`src/rtl/irqtab_pkg.sv`:
```
package irqtab_pkg;
   localparam logic [7:0]  OFS_SELECT  = 8'h00;
   localparam logic [7:0]  OFS_WINDOW  = 8'h10;
   localparam logic [7:0]  SEL_IDENT   = 8'h00;
   localparam logic [7:0]  SEL_REVIS   = 8'h01;
   localparam logic [7:0]  SEL_ARBIT   = 8'h02;
   localparam logic [7:0]  SEL_TABLE   = 8'h10;
   localparam logic [7:0]  REV_CODE    = 8'h11;
   localparam int          ENT_W       = 64;
   localparam int          MASK_BIT    = 16;
   localparam logic [63:0] ENT_RESET   = 64'(1) << MASK_BIT;

   typedef struct packed {
      logic hit_select;
      logic hit_window;
      logic is_ident;
      logic is_revis;
      logic tbl_hit;
      logic tbl_high;
   } dec_t;
endpackage

```
`src/rtl/irqtab_decode.sv`:
```
module irqtab_decode
   import irqtab_pkg::*;
#(
   parameter int ADDR_W = 12,
   parameter int PINS   = 24,
   localparam int IDX_W = (PINS > 1) ? $clog2(PINS) : 1
) (
   input  logic [ADDR_W-1:0] addr,
   input  logic [7:0]        sel,
   output dec_t              dec,
   output logic [IDX_W-1:0]  tbl_idx
);
   logic [7:0] low_addr;
   logic [7:0] tbl_off;

   assign low_addr = addr[7:0];
   assign tbl_off  = sel - SEL_TABLE;

   always_comb begin
      dec            = '0;
      dec.hit_select = (low_addr == OFS_SELECT);
      dec.hit_window = (low_addr == OFS_WINDOW);
      dec.is_ident   = (sel == SEL_IDENT);
      dec.is_revis   = (sel == SEL_REVIS);
      dec.tbl_hit    = (sel >= SEL_TABLE) && (int'(tbl_off[7:1]) < PINS);
      dec.tbl_high   = sel[0];
   end

   assign tbl_idx = IDX_W'(tbl_off[7:1]);
endmodule

```
`src/rtl/irqtab_entry.sv`:
```
module irqtab_entry
   import irqtab_pkg::*;
(
   input  logic              clk,
   input  logic              rst_n,
   input  logic              wr_lo,
   input  logic              wr_hi,
   input  logic [31:0]       wdata,
   output logic [ENT_W-1:0]  q
);
   always_ff @(posedge clk or negedge rst_n) begin
      if (!rst_n) begin
         q <= ENT_RESET;
      end else begin
         if (wr_lo) q[31:0]  <= wdata;
         if (wr_hi) q[63:32] <= wdata;
      end
   end

   // a write to one half leaves the other half untouched
   p_half_keep_r6: assert property (@(posedge clk) disable iff (!rst_n)
      (wr_lo && !wr_hi) |=> $stable(q[63:32]));
   p_half_keep_hi_r6: assert property (@(posedge clk) disable iff (!rst_n)
      (wr_hi && !wr_lo) |=> $stable(q[31:0]));
endmodule

```
`src/rtl/irqtab_regwin.sv`:
```
module irqtab_regwin
   import irqtab_pkg::*;
#(
   parameter int ADDR_W = 12,
   parameter int PINS   = 24
) (
   input  logic                  clk,
   input  logic                  rst_n,
   input  logic [ADDR_W-1:0]     bus_addr,
   input  logic                  bus_wr,
   input  logic                  bus_rd,
   input  logic [31:0]           bus_wdata,
   output logic [31:0]           bus_rdata,
   output logic [ENT_W*PINS-1:0] tbl_entries,
   output logic                  svc_req
);
   localparam int IDX_W = (PINS > 1) ? $clog2(PINS) : 1;
   localparam logic [7:0] TOP_PIN = 8'(PINS - 1);

   if (PINS < 1 || PINS > 120) begin : g_bad_pins
      $error("PINS must lie in 1..120 to fit the 8-bit selector");
   end
   if (ADDR_W < 8) begin : g_bad_addr
      $error("ADDR_W must cover at least 8 bits");
   end

   logic [7:0]       sel_q;
   logic [3:0]       ident_q;
   logic             svc_q;
   dec_t             dec;
   logic [IDX_W-1:0] tbl_idx;
   logic             win_wr;
   logic             tbl_wr;
   logic [ENT_W-1:0] ent_q [PINS];
   logic [ENT_W-1:0] ent_sel;

   irqtab_decode #(.ADDR_W(ADDR_W), .PINS(PINS)) u_dec (
      .addr    (bus_addr),
      .sel     (sel_q),
      .dec     (dec),
      .tbl_idx (tbl_idx)
   );

   assign win_wr = bus_wr && dec.hit_window;
   assign tbl_wr = win_wr && dec.tbl_hit;

   always_ff @(posedge clk or negedge rst_n) begin
      if (!rst_n) begin
         sel_q   <= '0;
         ident_q <= '0;
         svc_q   <= 1'b0;
      end else begin
         if (bus_wr && dec.hit_select) sel_q <= bus_wdata[7:0];
         if (win_wr && dec.is_ident)   ident_q <= bus_wdata[27:24];
         svc_q <= tbl_wr;
      end
   end

   for (genvar n = 0; n < PINS; n++) begin : g_ent
      logic hit_n;
      assign hit_n = tbl_wr && (int'(tbl_idx) == n);
      irqtab_entry u_ent (
         .clk   (clk),
         .rst_n (rst_n),
         .wr_lo (hit_n && !dec.tbl_high),
         .wr_hi (hit_n &&  dec.tbl_high),
         .wdata (bus_wdata),
         .q     (ent_q[n])
      );
      assign tbl_entries[ENT_W*n +: ENT_W] = ent_q[n];
   end

   always_comb begin
      ent_sel = '0;
      for (int n = 0; n < PINS; n++)
         if (int'(tbl_idx) == n) ent_sel = ent_q[n];
   end

   always_comb begin
      bus_rdata = '0;
      if (bus_rd) begin
         if (dec.hit_select) begin
            bus_rdata = {24'h0, sel_q};
         end else if (dec.hit_window) begin
            if (dec.is_ident)      bus_rdata = {4'h0, ident_q, 24'h0};
            else if (dec.is_revis) bus_rdata = {8'h0, TOP_PIN, 8'h0, REV_CODE};
            else if (dec.tbl_hit)  bus_rdata = dec.tbl_high ? ent_sel[63:32] : ent_sel[31:0];
         end
      end
   end

   assign svc_req = svc_q;

   // the selector holds what was last written to offset 0x00
   p_sel_hold_r2: assert property (@(posedge clk) disable iff (!rst_n)
      (bus_wr && bus_addr[7:0] == OFS_SELECT) |=> (sel_q == $past(bus_wdata[7:0])));
   // a service request only follows a bus write
   p_svc_cause_r8: assert property (@(posedge clk) disable iff (!rst_n)
      svc_req |-> $past(bus_wr));
   // identification read exposes only bits 27:24
   p_ident_bits_r3: assert property (@(posedge clk) disable iff (!rst_n)
      (bus_rd && bus_addr[7:0] == OFS_WINDOW && sel_q == SEL_IDENT)
      |-> (bus_rdata[23:0] == '0 && bus_rdata[31:28] == '0));
   // revision word is constant
   p_revis_const_r4: assert property (@(posedge clk) disable iff (!rst_n)
      (bus_rd && bus_addr[7:0] == OFS_WINDOW && sel_q == SEL_REVIS)
      |-> (bus_rdata == {8'h0, TOP_PIN, 8'h0, REV_CODE}));
   // dead selectors read zero
   p_dead_zero_r7: assert property (@(posedge clk) disable iff (!rst_n)
      (bus_rd && bus_addr[7:0] == OFS_WINDOW && sel_q > SEL_ARBIT && !dec.tbl_hit)
      |-> (bus_rdata == '0));
   // undecoded offsets read zero
   p_undecoded_r1: assert property (@(posedge clk) disable iff (!rst_n)
      (bus_rd && bus_addr[7:0] != OFS_SELECT && bus_addr[7:0] != OFS_WINDOW)
      |-> (bus_rdata == '0));
endmodule

```
`config.mk`:
```
export PLATFORM = sky130hd
export DESIGN_NAME = irqtab_regwin
export DESIGN_NICKNAME = d
export VERILOG_FILES = /design/src/rtl/irqtab_pkg.sv /design/src/rtl/irqtab_decode.sv /design/src/rtl/irqtab_entry.sv /design/src/rtl/irqtab_regwin.sv
export SDC_FILE = /design/constraint.sdc
export NUM_CORES = 2
export LEC_CHECK = 0
export BUFFER_PORTS_ARGS = -buffer_cell sky130_fd_sc_hd__buf_2
export CORE_AREA = 2 2 630 632
export DETAILED_ROUTE_END_ITERATION = 10
export DIE_AREA = 0 0 632 634
export PLACE_DENSITY = 0.32
export SETUP_SLACK_MARGIN = 0.5
export SYNTH_ARGS = -nofsm -noshare
export SYNTH_HDL_FRONTEND = slang
export SYNTH_SLANG_ARGS = --single-unit
```
`constraint.sdc`:
```
create_clock -name clk -period 10.25 [get_ports clk]
set_input_delay 0.5125 -clock clk [delete_from_list [all_inputs] [get_ports clk]]
set_output_delay 0.5125 -clock clk [all_outputs]
set_load 0.05 [all_outputs]
```
==> summary.txt <==
Status -> finished, violations left
Failing checks -> max-capacitance violations
Adder-cell area share of the yosys netlist -> 0.0350%
Top cells by area, synth -> dfrtp_1 53%, mux2_1 19%, mux2_2 5.7%
Main synth FF type -> dfrtp_1
GR Overflow Total -> 0
Critical path depth -> 13
Worst Path Arrival -> 7410 ps
Final Max Tran Viols -> 0
Clk slew on worst S/H paths -> 50 ps
PortBufs -> 1,612
Final period util -> 77.3%
DPL Wire Length -> 455 mm
Area Overhead vs Synth -> 30.5%
Cell Int Power -> 0.0107 W
DRC violations left -> 0
CTS resizes -> 0
Pleak -> 49.9 nW
Routed Antenna Nets -> 0
RSZ-0062 raised after global routing -> false
Post-CTS Setup Repair Bufs -> 0
Setup crit start kind -> flop
Initial Util -> 18.1%
CTS tree -> built
Antenna violations before repair -> 100
Fin area -> 93,200 µm²
Endpoints failing setup -> 0
Logic pwr share -> 5.1%
Post-Synthesis Cells -> 5,572
Die area -> 401,000 µm²
Post-route insts no fill -> 12.6k
Final Hold Vio Count -> 0
Avg Vias per Cell -> 5.00
Least-Margin Pin Slew -> 1450 ps
Via count -> 62.9k
Gr usage total -> 30.0%
CP max stage delay -> 1190 ps
Synth Area in XOR/XNOR -> 0%
Yosys top cell by area -> dfrtp_1
Number of distinct library cells after synthesis -> 80
Num rows -> 231
Max Root-Sink Buffers -> 4
Switch share -> 27.0%
Hold Crit Class -> in -> async
Post-synthesis net count -> 5,622
Clk pwr share -> 53.1%
Area after DPL -> 86,000 µm²
Top routing layer used -> met5
Sequential Area -> 38,800 µm²
P per Cell Area -> 157 nW/µm²
Global-route wire length before repair -> 769 mm
Core region area -> 394,000 µm²
Total Wirelength -> 622 mm
Number of synthesized flops with an enable pin -> 0
Period minus WS final -> 7930 ps
Vias in the first global route -> 61.5k
Crit path capture type -> primary output
Cell chain of the critical path -> inv_1 > ha_4 > and3b_2 > buf_4 > nand2_2 > buf_4 > nor2_1 > nor4_1 > buf_4 > o21ai_1 > a211oi_1 > a311o_1 > buf_2
Final hold slack -> 183 ps
Post-synthesis sequential area ratio -> 54.3%
Initial drt markers -> 6,445
Total clock buffers created by CTS -> 209
Gpl congestion -> 0.852
Asr flop ratio synth -> 100%
H-tree depth -> 4
Fill cells -> 42.4k
Metal3 WL -> 45.1 mm
Maximum vdd drop -> 0.128 mV
Placed cell count -> 12.2k
Crit path launch -> sel_q[5]$_DFFE_PN0P_
Routed len/inst -> 49.4 µm
YS warnings -> 0
Most used cell, CP -> buf_4
Crit-path max FO -> 33
NetSw -> 0.00395 W
Metal2 WL -> 300 mm
Die Y -> 634 µm
Sink Count -> 1,549
Final #Nets -> 7,180
# hold bufs at CTS -> 3
MaxCap Viol Count -> 2
Multiplexer share of the synthesized area -> 25.5%
Complex-gate fraction of the synthesized area -> 11.2%
Crit path max-delay family -> simple AND/OR/NAND/NOR gates
Pin count of the biggest net entering global routing -> 158
Mean Syn Cell Area -> 12.8 µm²
Clk_skew -> 64.4 ps
Critical Path RT -> 9740 ps
Post-Route M1 WL -> 242 mm
Max_slew headroom -> 2.38%
Skew-Pair Late Insertion Delay -> 950 ps
Reg2reg path depth -> 11
Root Driver -> clkbuf_16
Simple logic cell fraction of the synthesized area -> 4.79%
Yosys reg bits -> 1,549
Crit Path Category -> reg -> out
Die Span X -> 632 µm
R2R Path Start -> sel_q[5]$_DFFE_PN0P_
Fin Setup TNS -> 0 ps
Largest family of logic cells by synthesized area -> multiplexers
Seq pwr share -> 41.8%
Top-Level Pins -> 1,617
Drt first pass iters -> 6
CP Buf/Inv Count -> 5
Slowest-stage cell, CP -> nor4_1
Fmax -> 0.126 GHz
Share of layout cells above drive strength 1 -> 37.8%
Post-Syn Area -> 71,400 µm²
Multi-input gate area in the final layout -> 30,200 µm²
Yosys top cell area share -> 53.4%
-- worst paths after layout --
kind | end | slack, ps
worst max-delay path | bus_rdata[17] | 2320
worst min-delay path | g_ent[15].u_ent.q[39]$_DFFE_PN0P_ | 180
worst max register to register | g_ent[13].u_ent.q[51]$_DFFE_PN0P_ | 5010
worst min register to register | g_ent[6].u_ent.q[19]$_DFFE_PN0P_ | 510
max in group asynchronous | g_ent[0].u_ent.q[58]$_DFFE_PN0P_ | 7460
min in group clk | g_ent[2].u_ent.q[40]$_DFFE_PN0P_ | 300
-- final cells by class --
| class | count | share of cell area, % |
|---|---|---|
| Sequential cell | 1549 | 41.6 |
| Tap cell | 5242 | 7.04 |
| Multi-Input combinational cell | 3455 | 32.4 |
| Inverter | 11 | 0.0524 |
| Clock buffer | 326 | 6.68 |
| Clock inverter | 55 | 0.861 |
| Timing Repair Buffer | 1904 | 11.2 |
| Antenna cell | 41 | 0.110 |
-- synthesized netlist by cell type, types with 7 or more instances --
cell / number
dfrtp_1: 1525
mux2_1: 1200
mux2_2: 363
clkbuf_1: 285
a21oi_1: 239
o21ai_0: 209
a22oi_1: 198
nand2_1: 184
nor2_1: 183
buf_2: 106
a221oi_1: 102
o22ai_1: 82
nand3_1: 67
buf_4: 64
buf_6: 56
mux2i_1: 45
a211oi_1: 43
nand4_1: 43
buf_1: 42
nor3_1: 41
nand2_4: 40
o221ai_1: 38
a22o_1: 32
o211ai_1: 30
a222oi_1: 28
a2111oi_0: 24
dfstp_2: 24
a31oi_1: 21
a221o_1: 20
and3_1: 20
o31ai_1: 17
nor4_1: 16
nor2b_1: 15
o2111ai_1: 15
nand2b_1: 14
a32oi_1: 11
inv_1: 11
nand3b_1: 10
mux4_2: 7
-- routing by layer --
| metal | vias up | GRT usage, % |
|---|---|---|
| met3 | 734 | 7.27 |
| li1 | 24100 | - |
| met5 | - | 0 |
| met4 | 6 | 14.4 |
| met1 | 34900 | 35.5 |
| met2 | 3221 | 50.8 |
-- flip-flops by register name (all words and copies together) (netlist names) --
| name | cells |
|---|---|
| g_ent.u_ent.q | 1536 |
| ident_q | 4 |
| sel_q | 8 |
| svc_req | 1 |
-- cells by family after synthesis --
| logic type | after synthesis |
|---|---|
| adders and majority gates | 2 |
| DFF | 1549 |
| buffers and inverters | 568 |
| and+or+nand+nor | 668 |
| AOI/OAI and AO/OA | 1170 |
| muxes | 1615 |
-- worst reg2reg max path: stages (launching register included) --
cell,delay [ps]
dfrtp_1,620
inv_1,170
ha_4,740
buf_4,460
nand3b_1,140
buf_4,240
nor2_4,340
buf_12,470
buf_4,570
nand2_4,400
buf_4,510
mux2_1,450
-- power by group through the flow --
stage | clock (W) | sequential, W | combinational [W]
4_1_cts | 0.00794 | 0.00613 | 0.000763
6_report | 0.00777 | 0.00613 | 0.000750
5_1_grt | 0.00816 | 0.00612 | 0.000778
3_3_place_gp | 0 | 0.00624 | 0.000760
3_5_place_dp | 0 | 0.00624 | 0.000761
2_1_floorplan | 0 | 0.00623 | 0.000203
-- per-stage QoR --
stage | utilization [%] | power, W | worst slack (ps)
final | 23.6 | 0.0147 | 2320
after CTS | 23.6 | 0.0148 | 2420
after floorplan | - | 0.00643 | 4510
after global routing | 23.6 | 0.0151 | 2610
after global placement | 21.8 | 0.00700 | 2780
after detailed placement | 21.8 | 0.00700 | 3460
-- layout by cell type, fill, tap and decap left out, drive strengths merged, types with 7 or more instances in the layout --
master,n
a2111oi,24
a211oi,43
a21oi,239
a221o,20
a221oi,102
a222oi,28
a22o,32
a22oi,198
a31oi,21
a32oi,11
and3,20
buf,1901
bufinv,12
clkbuf,326
clkinv,37
dfrtp,1525
dfstp,24
diode,41
inv,13
mux2,1563
mux2i,45
mux4,7
nand2,224
nand2b,14
nand3,68
nand3b,10
nand4,43
nor2,184
nor2b,15
nor3,43
nor4,17
o2111ai,15
o211ai,30
o21ai,209
o221ai,38
o22ai,82
o31ai,17
Note: power is estimated with default switching activity, not from simulation.
